--- src/rtl/addsub_pkg.sv ---
package addsub_pkg;
  localparam int unsigned DATA_W  = 32;
  localparam int unsigned GATE_FI = 4;

  // entries left after l reduction levels
  function automatic int unsigned node_cnt(int unsigned n, int unsigned l);
    int unsigned c;
    c = n;
    for (int unsigned k = 0; k < l; k++) c = (c + GATE_FI - 1) / GATE_FI;
    return c;
  endfunction

  function automatic int unsigned tree_levels(int unsigned n);
    int unsigned c;
    int unsigned lv;
    c  = n;
    lv = 0;
    while (c > 1) begin
      c  = (c + GATE_FI - 1) / GATE_FI;
      lv = lv + 1;
    end
    return lv;
  endfunction
endpackage

--- src/rtl/fa_cell.sv ---
module fa_cell (
  input  logic a_i,
  input  logic b_i,
  input  logic cin_i,
  output logic sum_o,
  output logic cout_o
);
  logic p;
  assign p      = a_i ^ b_i;
  assign sum_o  = p ^ cin_i;
  assign cout_o = (a_i & b_i) | (cin_i & p);
endmodule

--- src/rtl/b_invert.sv ---
module b_invert #(
  parameter int unsigned WIDTH = addsub_pkg::DATA_W
) (
  input  logic [WIDTH-1:0] b_i,
  input  logic             inv_i,
  output logic [WIDTH-1:0] xb_o
);
  for (genvar i = 0; i < WIDTH; i++) begin : g_xor
    assign xb_o[i] = b_i[i] ^ inv_i;
  end
endmodule

--- src/rtl/ripple_adder.sv ---
module ripple_adder #(
  parameter int unsigned WIDTH = addsub_pkg::DATA_W
) (
  input  logic [WIDTH-1:0] a_i,
  input  logic [WIDTH-1:0] b_i,
  input  logic             cin_i,
  output logic [WIDTH-1:0] sum_o
);
  logic [WIDTH:0] c;
  assign c[0] = cin_i;

  for (genvar i = 0; i < WIDTH; i++) begin : g_bit
    fa_cell u_fa (
      .a_i   (a_i[i]),
      .b_i   (b_i[i]),
      .cin_i (c[i]),
      .sum_o (sum_o[i]),
      .cout_o(c[i+1])
    );
  end

  // chain matches a full-width sum including the dropped carry
  always_comb begin
    ripple_sum_chk: assert ({c[WIDTH], sum_o} ==
                            ({1'b0, a_i} + {1'b0, b_i} + {{WIDTH{1'b0}}, cin_i}))
      else $error("ripple chain mismatch");
  end
endmodule

--- src/rtl/zero_tree.sv ---
module zero_tree #(
  parameter int unsigned WIDTH = addsub_pkg::DATA_W
) (
  input  logic [WIDTH-1:0] s_i,
  output logic             zero_o
);
  import addsub_pkg::*;
  localparam int unsigned LV = tree_levels(WIDTH);

  for (genvar l = 0; l <= LV; l++) begin : g_lvl
    localparam int unsigned C = node_cnt(WIDTH, l);
    logic [C-1:0] v;
    if (l == 0) begin : g_leaf
      assign v = s_i;
    end else begin : g_node
      localparam int unsigned PC = node_cnt(WIDTH, l - 1);
      for (genvar j = 0; j < C; j++) begin : g_gate
        localparam int unsigned LO = j * GATE_FI;
        localparam int unsigned HI = (LO + GATE_FI - 1 < PC) ? LO + GATE_FI - 1 : PC - 1;
        assign v[j] = |g_lvl[l-1].v[HI:LO];
      end
    end
  end

  assign zero_o = ~g_lvl[LV].v[0];


  always_comb begin
    zero_flag_chk: assert (zero_o == (s_i == '0)) else $error("zero tree wrong");
  end
endmodule

--- src/rtl/flag_unit.sv ---
module flag_unit #(
  parameter int unsigned WIDTH = addsub_pkg::DATA_W
) (
  input  logic [WIDTH-1:0] s_i,
  input  logic             a_msb_i,
  input  logic             xb_msb_i,
  output logic             zero_o,
  output logic             ovf_o,
  output logic             neg_o
);
  logic s_msb;
  assign s_msb = s_i[WIDTH-1];
  assign neg_o = s_msb;
  assign ovf_o = (a_msb_i & xb_msb_i & ~s_msb) | (~a_msb_i & ~xb_msb_i & s_msb);

  zero_tree #(.WIDTH(WIDTH)) u_zero (
    .s_i   (s_i),
    .zero_o(zero_o)
  );

  always_comb begin

    no_overflow_chk: assert (!(a_msb_i != xb_msb_i) || !ovf_o)
      else $error("overflow with mixed signs");

    ovf_sign_chk: assert (!ovf_o || (neg_o != a_msb_i))
      else $error("overflow without sign flip");
  end
endmodule

--- src/rtl/addsub_flags.sv ---
module addsub_flags #(
  parameter int unsigned WIDTH = addsub_pkg::DATA_W
) (
  input  logic [WIDTH-1:0] a_i,
  input  logic [WIDTH-1:0] b_i,
  input  logic             sub_i,
  output logic [WIDTH-1:0] res_o,
  output logic             zero_o,
  output logic             ovf_o,
  output logic             neg_o
);
  logic [WIDTH-1:0] xb;

  b_invert #(.WIDTH(WIDTH)) u_inv (
    .b_i  (b_i),
    .inv_i(sub_i),
    .xb_o (xb)
  );

  ripple_adder #(.WIDTH(WIDTH)) u_add (
    .a_i  (a_i),
    .b_i  (xb),
    .cin_i(sub_i),
    .sum_o(res_o)
  );

  flag_unit #(.WIDTH(WIDTH)) u_flags (
    .s_i     (res_o),
    .a_msb_i (a_i[WIDTH-1]),
    .xb_msb_i(xb[WIDTH-1]),
    .zero_o  (zero_o),
    .ovf_o   (ovf_o),
    .neg_o   (neg_o)
  );

  always_comb begin

    sub_result_chk: assert (!sub_i || (res_o == a_i - b_i)) else $error("subtract wrong");

    add_result_chk: assert (sub_i || (res_o == a_i + b_i)) else $error("add wrong");

    neg_flag_chk: assert (neg_o == (res_o >= (WIDTH'(1) << (WIDTH - 1))))
      else $error("neg flag wrong");
  end
endmodule

--- config.mk ---
export PLATFORM = sky130hd
export DESIGN_NAME = addsub_flags
export DESIGN_NICKNAME = d
export VERILOG_FILES = /design/src/rtl/addsub_pkg.sv /design/src/rtl/fa_cell.sv /design/src/rtl/b_invert.sv /design/src/rtl/ripple_adder.sv /design/src/rtl/zero_tree.sv /design/src/rtl/flag_unit.sv /design/src/rtl/addsub_flags.sv
export SDC_FILE = /design/constraint.sdc
export NUM_CORES = 1
export LEC_CHECK = 0
export ABC_CLOCK_PERIOD_IN_PS = 19400
export BUFFER_PORTS_ARGS = -buffer_cell sky130_fd_sc_hd__buf_2
export CAP_MARGIN = 20
export CORE_ASPECT_RATIO = 1.2
export CORE_MARGIN = 5
export CORE_UTILIZATION = 39
export DETAILED_ROUTE_END_ITERATION = 10
export PLACE_DENSITY_LB_ADDON = 0.05
export SYNTH_ARGS = -nofsm -noshare
export SYNTH_HDL_FRONTEND = slang
export SYNTH_SLANG_ARGS = --single-unit
--- constraint.sdc ---
create_clock -name vclk -period 19.4
set_input_delay 3.88 -clock vclk [all_inputs]
set_output_delay 3.88 -clock vclk [all_outputs]
set_load 0.02 [all_outputs]
# After elaboration in Yosys (flattened, before gate mapping)
# Cells that the tools add are included.
# word_totals
ff_bits,0
latch_bits,0
ram_bits,0
rom_bits,0
input_bits,65
wordCells,199
n_memories,0
# classes
add_sub_neg,0
multipliers,0
n_div,0
n_lt_le_gt_ge,0
n_eq_ne,0
shift,0
n_mux,0
bitwise,198
reduce_logical,1
# ops
cell,n
1-bit bitwise XOR,96
1-bit bitwise AND,66
1-bit OR,32
32-bit OR reduction,1
1-bit inverter,4

# Depth between registers and ports, before layout
# logic_depth
word_depth,68
depth_mapped,37
depth_no_buf,35

# Hierarchy
# From an unflattened synthesis, not the netlist that was laid out.
# hier_totals
cells_unflattened,83
area_unflattened_um2,1094.8
# modules_own_cells
module,n_inst,cells_each,area_each_um2
fa_cell,32,1,20.0
b_invert,1,36,351.6
zero_tree,1,11,72.6
flag_unit,1,4,30.0

# Worst setup path after synthesis
# OpenSTA, ideal clock, no wires.
# synth_path
path_kind,in2out
from,in sub_i
to,out zero_o
arrival_ps,16152
setup_slack_ps,-632
path_stages,37
path_buffers,2
cell_sequence,buf_2 buf_4 xor2_1 fa_1 fa_1 fa_1 fa_1 fa_1 fa_1 fa_1 fa_1 fa_1 fa_1 fa_1 fa_1 fa_1 fa_1 fa_1 fa_1 fa_1 fa_1 fa_1 fa_1 fa_1 fa_1 fa_1 fa_1 fa_1 fa_1 fa_1 fa_1 inv_1 fa_1 fa_1 nor4b_2 nand4_1 nor4_2
# synth_between
elab_chain_cells,67
elab_cells_between_ends,191
classes_between,190 x bitwise; 1 x reduce/logical
# synth_lines
item,line,rtl
from (decl),addsub_flags.sv:6,"input logic sub_i,"
1-bit bitwise XOR,b_invert.sv:9,assign xb_o[i] = b_i[i] ^ inv_i;
1-bit bitwise XOR,fa_cell.sv:9,assign p = a_i ^ b_i;
1-bit bitwise AND,fa_cell.sv:11,assign cout_o = (a_i & b_i) | (cin_i & p);
1-bit OR,fa_cell.sv:11,
1-bit bitwise AND,fa_cell.sv:11,
1-bit OR,fa_cell.sv:11,
1-bit bitwise AND,fa_cell.sv:11,
1-bit OR,fa_cell.sv:11,
[51 not listed],-,
1-bit OR,fa_cell.sv:11,
1-bit bitwise AND,fa_cell.sv:11,
1-bit OR,fa_cell.sv:11,
1-bit bitwise AND,fa_cell.sv:11,
1-bit OR,fa_cell.sv:11,
1-bit bitwise XOR,fa_cell.sv:10,assign sum_o = p ^ cin_i;
32-bit OR reduction (*),zero_tree.sv:20,assign v[j] = |g_lvl[l-1].v[HI:LO];
1-bit inverter (*),zero_tree.sv:25,assign zero_o = ~g_lvl[LV].v[0];
to (decl),addsub_flags.sv:8,"output logic zero_o,"
# Every way passes the cells marked *; elsewhere a longest branch is shown, timed or not.

# Final worst setup path
# layout_path
from,in b_i[0]
to,out zero_o
# layout_between
elab_chain_cells,67
elab_cells_between_ends,99
classes_between,98 x bitwise; 1 x reduce/logical
# layout_lines
item,line,rtl
from (decl),addsub_flags.sv:5,"input logic [WIDTH-1:0] b_i,"
1-bit bitwise XOR (*),b_invert.sv:9,
1-bit bitwise XOR,fa_cell.sv:9,
1-bit bitwise AND,fa_cell.sv:11,
1-bit OR,fa_cell.sv:11,
1-bit bitwise AND,fa_cell.sv:11,
1-bit OR,fa_cell.sv:11,
1-bit bitwise AND,fa_cell.sv:11,
1-bit OR,fa_cell.sv:11,
[51 not listed],-,
1-bit OR,fa_cell.sv:11,
1-bit bitwise AND,fa_cell.sv:11,
1-bit OR,fa_cell.sv:11,
1-bit bitwise AND,fa_cell.sv:11,
1-bit OR,fa_cell.sv:11,
1-bit bitwise XOR,fa_cell.sv:10,
32-bit OR reduction (*),zero_tree.sv:20,
1-bit inverter (*),zero_tree.sv:25,
# Marks and branches as above.

==> out/metrics.cfg <==
[grt]
grt_overflow=0
grt_max_degree=17
grt_pass1_vias=1206
grt_antenna_before_repair=0
grt.total_usage_pct=13.6
grt_pass1_wl_mm=5.30

[power]
leakage_nw=0.848
power_density_nw_per_um2=63.4
peakVddDrop_mv=0.0332

[clock_tree]
ctsHoldBuffers=0

[hold_path]
whs_path_depth=4
min_from=b_i[0]
min_path_type=in2out
min_to=res_o[0]

[status]
status=completed

[die]
initial_core_util_pct=40.2
die_y_um=74.2
ioPinCount=100
fp.dieW_um=63.5
core_um2=3340
row_count=23
dieArea_um2=4720

[cells_and_area]
num-clock-buffers=0
nets=289
n_antenna_cell=0
final-seq-area_um2=0
seq_cells=0
drive_gt1_share_pct=75.8
synthToLayoutAreaGrowth_pct=33.0

[routing]
via_per_inst=4.53
vias=1028
drt_iter0_drc=24
dr.pass1.iters=3
drc=0
ant_nets=0
wl_mm=3.27
routedWlPerCell_um=14.4

[sta]
drv_slew=0
rsz0062_at_grt=yes
finalWorstSetupSlack_ns=0.237
setup_viol=0
hold_viol_final=0
holdWs_ns=8.19
period_share_pct=98.8
relSlewSlack_pct=76.7
fmax_ghz=0.0522
worstMarginPinSlew_ns=0.347
fin_crit_ns=19.16

[setup_path]
critPathMostFrequentCell=fa_2
arrival_ns=15.28
worstSetupStartpointType=primary input
cp-end-kind=output pin
path_max_fanout=2
cpPeakStageDelay_ns=0.37
critPathKind=in2out
crit_path_top_delay_cell=fa_2
critical_path_required_ns=15.52

[place]
hpwlAfterDp_mm=3.13
place_ws_ns=-0.501
io_buffers=100
place.gp.congestion=0.706

[yosys]
yosys_warnings=0
yosysSeqAreaShare_pct=0
yosysTopAreaCell=fa_1
synth_top_area_share_pct=44.8
synth_cell_type_count=14
synthTopCellsByArea=fa_1, buf_4, xor2_1
syn-cell-area_um2=1340
synth_nets=218
postSynthCellCount=121
synth.most_common_cell=buf_4
synth_common_cells=buf_4, fa_1, xor2_1
avgSynthCellArea_um2=11.1

[flow_run]
max_cap_violations=0

[layer usage]
metal | vias to the layer above | routed length, µm | global-route usage, %
met3 | 0 | 307 | 2.27
met2 | 52 | 1930 | 28.2
met1 | 493 | 1040 | 15.2
li1 | 483 | - | -
met5 | - | 0 | 0
met4 | 0 | 0 | 0
[timing repair]
action	4_1_cts	5_1_grt
endpoints found under the setup margin	6	4
resized for setup	16	7
pin swaps	2	3
setup buffers	0	0
[per-stage QoR]
step	TNS (ns)	cells	util, %	total power, W	cell area [µm²]
6_report	0	227	53.4	0.000113	1780
4_1_cts	0	227	52.6	0.000113	1760
5_1_grt	-0.0465	227	53.4	0.000124	1780
3_3_place_gp	-0.856	227	51.4	0.000109	1720
2_1_floorplan	0	121	-	0.0000991	1400
3_5_place_dp	-1.75	227	51.4	0.000111	1720
[area by class of cell]
cell class,instances,area (µm²)
inverter,7,26.3
tap,37,46.3
timing repair buffer,105,553
fill,326,1550
multi-input combinational,78,1160
[cells by family (layout without fill, tap and decap cells)]
family	after synthesis	after routing	synth area share, %
xor gates and xnor gates	33	33	22.1
muxes	2	2	1.68
and+or+nand+nor	11	11	7.65
adders and majority gates	32	32	46.6
buffers and inverters	43	112	21.9
[power breakdown]
group,leakage (nW),switching [W],internal (W)
Combinational,0.848,0.0000658,0.0000473
Clock,0,0,0
Sequential,0,0,0
[worst max-delay path: cells and delay by family]
family	cells	cell delay [ns]
mux	1	0.29
simple gates	3	0.58
fa+ha+maj	30	10.20
buf+inv	3	0.33
[cell usage in the layout, fill, tap and decap left out, drive strengths merged]
master / instances
nor4b: 2
nor2: 1
nand4: 2
nor4: 6
inv: 7
ha: 2
mux2: 2
xor2: 30
xnor2: 3
fa: 30
buf: 105
[worst max path at each step]
stage,from,to,slack [ns],cells past startpoint
after floorplan,sub_i,zero_o,0.04,37
after global placement,b_i[0],zero_o,-0.33,37
after detailed placement,b_i[0],zero_o,-0.50,37
after CTS,b_i[0],zero_o,0.02,37
after global routing,b_i[0],zero_o,-0.05,37
final,b_i[0],zero_o,0.24,37
Power figures use the tool's default switching activity.
